### config.mk
export PLATFORM = sky130hd
export DESIGN_NAME = los_monitor
export DESIGN_NICKNAME = d
export VERILOG_FILES = /design/src/rtl/los_monitor.sv
export SDC_FILE = /design/constraint.sdc
export NUM_CORES = 1
export LEC_CHECK = 0
export BUFFER_PORTS_ARGS = -buffer_cell sky130_fd_sc_hd__buf_2
export CAP_MARGIN = 20
export CORE_MARGIN = 1.5
export CORE_UTILIZATION = 40
export CTS_BUF_LIST = sky130_fd_sc_hd__clkbuf_8
export CTS_CLUSTER_SIZE = 20
export DETAILED_ROUTE_END_ITERATION = 8
export GPL_ROUTABILITY_DRIVEN = 0
export MAX_ROUTING_LAYER = met4
export PLACE_DENSITY = 0.64
export SYNTH_ARGS = -nofsm -noshare
export SYNTH_HDL_FRONTEND = slang
export SYNTH_SLANG_ARGS = --single-unit
### constraint.sdc
create_clock -name clk -period 2.8 [get_ports clk]
set_clock_uncertainty 0.15 [all_clocks]
set_input_delay 0.28 -clock clk [delete_from_list [all_inputs] [get_ports clk]]
set_output_delay 0.28 -clock clk [all_outputs]
set_load 0.005 [all_outputs]
### src/rtl/los_monitor.sv
module los_monitor #(
  parameter int WIN       = 32,
  parameter int SHORT_SET = 32,
  parameter int LONG_SET  = 2048,
  parameter int MIN_MARKS = 4,
  parameter int MAX_GAP   = 15,
  parameter int LONG_CLR  = 32
) (
  input  logic clk,
  input  logic rst,
  input  logic mode_long,
  input  logic bit_en,
  input  logic bit_in,
  input  logic amp_ok,
  input  logic mclk_edge,
  output logic los,
  output logic use_mclk,
  output logic data_out
);
  localparam int ZW = $clog2(LONG_SET + 1);
  localparam int CW = $clog2(WIN + 1);
  localparam int AW = $clog2(LONG_CLR + 2);

  logic           mode_q, restart, los_d;
  logic [ZW-1:0]  zrun, zrun_nx;
  logic [WIN-1:0] win;
  logic [CW-1:0]  ones, ones_nx, gap_age, gap_nx;
  logic [AW-1:0]  act, act_nx;
  logic           set_hit, short_ok, long_ok;

  assign data_out = bit_in;
  assign restart  = mode_long != mode_q;

  assign zrun_nx = bit_in ? '0 : (zrun == ZW'(LONG_SET) ? zrun : zrun + 1'b1);
  assign ones_nx = ones + CW'(bit_in) - CW'(win[WIN-1]);
  assign gap_nx  = (zrun_nx > ZW'(MAX_GAP)) ? '0
                 : (gap_age == CW'(WIN) ? gap_age : gap_age + 1'b1);
  assign act_nx  = (amp_ok && zrun_nx <= ZW'(MAX_GAP))
                 ? (act == AW'(LONG_CLR + 1) ? act : act + 1'b1) : '0;

  assign set_hit  = zrun_nx >= (mode_long ? ZW'(LONG_SET) : ZW'(SHORT_SET));
  assign short_ok = amp_ok && ones_nx >= CW'(MIN_MARKS) && gap_nx >= CW'(WIN - MAX_GAP);
  assign long_ok  = act_nx > AW'(LONG_CLR);

  always_comb begin
    los_d = los;
    if (bit_en && !restart) begin
      if (!los && set_hit) los_d = 1'b1;
      else if (los && (mode_long ? long_ok : short_ok)) los_d = 1'b0;
    end
  end

  always_ff @(posedge clk) begin
    if (rst) begin
      mode_q  <= mode_long;
      zrun    <= '0;
      win     <= '0;
      ones    <= '0;
      gap_age <= '0;
      act     <= '0;
    end else if (restart) begin
      mode_q  <= mode_long;
      zrun    <= '0;
      win     <= '0;
      ones    <= '0;
      gap_age <= '0;
      act     <= '0;
    end else if (bit_en) begin
      zrun    <= zrun_nx;
      win     <= {win[WIN-2:0], bit_in};
      ones    <= ones_nx;
      gap_age <= gap_nx;
      act     <= act_nx;
    end
  end

  always_ff @(posedge clk) begin
    if (rst) begin
      los      <= 1'b0;
      use_mclk <= 1'b0;
    end else begin
      los <= los_d;
      if (los_d) use_mclk <= 1'b1;
      else if (!los && mclk_edge) use_mclk <= 1'b0;
    end
  end


  zrun_sat_chk: assert property (@(posedge clk) disable iff (rst)
    zrun <= ZW'(LONG_SET));


  ones_count_chk: assert property (@(posedge clk) disable iff (rst)
    ones == CW'($countones(win)));


  los_rise_chk: assert property (@(posedge clk) disable iff (rst)
    $rose(los) |-> $past(bit_en && !bit_in));


  los_fall_chk: assert property (@(posedge clk) disable iff (rst)
    $fell(los) |-> $past(bit_en && amp_ok));


  mclk_cover_chk: assert property (@(posedge clk) disable iff (rst)
    los |-> use_mclk);


  mclk_return_chk: assert property (@(posedge clk) disable iff (rst)
    $fell(use_mclk) |-> $past(mclk_edge && !los));
endmodule

==> flow_summary.toml <==
[synth]
netlist_area_um2 = 3480
ys_seq_area_share_pct = 37.7
ys_types = 59
synthCells = 408
synth-async-reset-ratio_pct = 0
synth.avg_cell_area_um2 = 8.52
synth_ff_type = "dfxtp_1"
ys_seq_elements = 65
syn-num-nets = 430
ys_warn_count = 0
synth-edff-count = 1

[power]
ir_worst_vdd_uv = 223
power.internal_mw = 1.54
power.switching_mw = 0.495
p_seq_share_pct = 46.8
swShare_pct = 24.4
clockPowerShare_pct = 44.2
cellLeakagePower_nw = 1.45
p_total_mw = 2.03
powerDensity_nw_per_um2 = 532
comb_power_share_pct = 9.0

[sta]
setup_tns_ns = 0
worst_pin_slew_ns = 0.661
max-slew-margin-rel_pct = 55.9
drv_slew = 0
period_minus_slack_ns = 2.58
period_share_pct = 92.1
setup_violations = 0
final-hold-violation-count = 0
fmax_mhz = 388
rsz0062_at_grt = "false"

[placement]
numPortBuffers = 9
hpwlAfterDp_um = 4860

[clocking]
cts_buffer_depth = 2
cts-root-buf = "clkbuf_8"
numCtsBuffers = 9
clock_latency_ns = 0.35
htreeDepth = 3
cts.reportedPaths.clkPinSlew_ns = 0.07
cts_tree = "built"
cts.sinks = 65

[setup_path]
worstPathCellList = "inv_1 > ha_1 > inv_1 > ha_1 > inv_1 > fa_2 > nand2b_1 > a21oi_2 > xor2_1 > or2_2 > o311ai_2 > a21boi_1 > o21ai_1"
cp_top_family = "adder cells"
crit_path_frequent_cell = "inv_1"
crit_buf_inv = 3
worstSetupPathType = "reg -> reg"
cp_slowest_stage_delay_ns = 0.34
crit_path_top_delay_cell = "fa_2"
r2r-end = "use_mclk"
crit_path_max_fanout = 2
endpoint_kind = "flip-flop"
crit_path_start_kind = "flip-flop"
r2r-start = "ones[0]"
cp_data_arrival_time_ns = 2.70
reg2reg_slack_ns = 0.22
r2r_cells = 13
worst_ep_required_time_ns = 2.92

[finish]
final_util_pct = 46.0
multiInputGateArea_um2 = 1970
syn2layout_area_growth_pct = 9.79
nets = 429
n_fill_cell = 798
regArea_um2 = 1310
layout-drive-gt1-share_pct = 11.2
layout_commonest_cell = "nor2_1"
insertedDiodeCount = 0
layout_common_cells = "nor2_1 (72), dfxtp_1 (64), mux2i_1 (39)"

[hold_path]
worstHoldStart = "mode_long"
holdPathStages = 1
min_path_type = "in -> reg"
hold_path_end = "mode_q"

[route]
drtIter0Drc = 71
drc = 0
route.vias.total = 2786
wl_um = 6840
ant_nets = 0
wire_per_inst_um = 13.2
vias_per_cell = 5.39
drtPass1Iterations = 4

[die]
core_um2 = 8300
fp.dieH_um = 96.2
die_width_um = 96.2
start_util_pct = 41.9
ios = 10
rows = 33
fp.dieArea_um2 = 9260

[global_route]
first_global_vias = 2662
overflow = 0
grt_max_degree = 45
grt_pass1_wl_um = 11800
antenna_found_initial = 0
grt_util_all_layers_pct = 16.9

[run]
cap_violations = 0

[status]
run_status = "finished, final reports clean"
-- per-stage QoR --
step	hold slack (ns)	area [um^2]	worst slack [ns]	instances
floorplan	0.229	3480	0.228	408
finish	0.0618	3820	0.220	517
global route	0.0569	3820	0.0276	517
CTS	0.0380	3800	0.0398	517
global placement	0.326	3570	0.133	501
detailed placement	0.334	3570	0.0629	501
-- flip-flops by register name (all words and copies together), names as in the netlist --
register and flops:
win 32, zrun 12, act 6, gap_age 6, ones 6, los 1
mode_q 1, use_mclk 1
-- cell families after synthesis --
logic type,count (synthesis),synth area share [%]
AOI/OAI and AO/OA,65,13.0
xor gates and xnor gates,18,4.54
adders and majority gates,15,5.62
buffers and inverters,50,5.90
DFF,65,37.7
muxes,39,11.2
and+or+nand+nor,156,22.0
-- cell usage after synthesis, types with 2 or more instances --
library cell,n,share of area [%]
o21ai_1,2,0.29
buf_2,5,0.72
nor2b_1,2,0.36
and3_1,4,0.72
a21o_1,2,0.43
xnor2_1,10,2.5
or2_2,3,0.54
nand2_1,18,1.9
a2111oi_0,2,0.50
a311oi_1,3,0.76
o21ai_0,9,1.3
o21bai_1,3,0.65
o31ai_1,4,0.86
nor3_1,9,1.3
a22oi_1,6,1.3
a21oi_1,13,1.9
a211oi_1,4,0.86
nand3b_1,2,0.43
o311ai_0,2,0.50
clkbuf_1,18,1.9
inv_1,22,2.4
or3_1,5,0.90
nor2_1,72,7.8
xor2_1,8,2.0
nand3_1,19,2.7
a31oi_1,2,0.36
a31o_2,3,0.76
nor4bb_1,2,0.58
ha_1,14,5.0
nor4_1,5,0.90
dfxtp_1,64,37
nand2b_1,3,0.54
mux2i_1,39,11
nand4_1,4,0.72
-- cell type report --
cell class	instances	area share, %
clock buffers	10	3.61
clock inverters	6	2.36
inverters	24	2.36
multi-input cells	293	51.7
flip-flops and latches	65	34.4
well taps	105	3.44
repair buffers	14	2.16
-- power by group through the flow --
| stage | Clock [mW] | Sequential, mW | Combinational (mW) |
|---|---|---|---|
| 3_3_place_gp | 0 | 0.971 | 0.176 |
| 3_5_place_dp | 0 | 0.971 | 0.180 |
| 6_report | 0.897 | 0.950 | 0.183 |
| 2_1_floorplan | 0 | 0.969 | 0.139 |
| 5_1_grt | 0.965 | 0.952 | 0.206 |
| 4_1_cts | 0.926 | 0.950 | 0.180 |
-- worst reg2reg max path, delay by kind of cell, from the launching register on --
family	cells	cell delay, ns
xor+xnor	1	0.09
compound gates	4	0.59
buf+inv	3	0.14
flops	1	0.33
fa+ha+maj	3	0.75
simple gates	2	0.46
-- worst max-delay path by stage --
| stage | end | cells past startpoint | start | slack, ns |
|---|---|---|---|---|
| finish | use_mclk | 13 | ones[0] | 0.22 |
| global route | act[2] | 8 | zrun[0] | 0.03 |
| CTS | use_mclk | 13 | ones[0] | 0.04 |
| detailed placement | use_mclk | 13 | ones[0] | 0.06 |
| global placement | use_mclk | 13 | ones[0] | 0.13 |
| floorplan | use_mclk | 13 | ones[0] | 0.23 |
-- routing by layer --
metal / share of wire, % / track usage [%]
met4: 1.9 / 6.37
met2: 47 / 27.9
met1: 48 / 19.5
met3: 3.2 / 4.74
met5: 0 / -
-- repair_timing --
action | 4_1_cts | 5_1_grt
resized for setup | 0 | 4
endpoints found under the setup margin | 0 | 2
setup buffers | 0 | 0
hold endpoints to repair | 0 | 0
hold buffers | 0 | 0
Note: power is estimated with default switching activity, not from simulation.
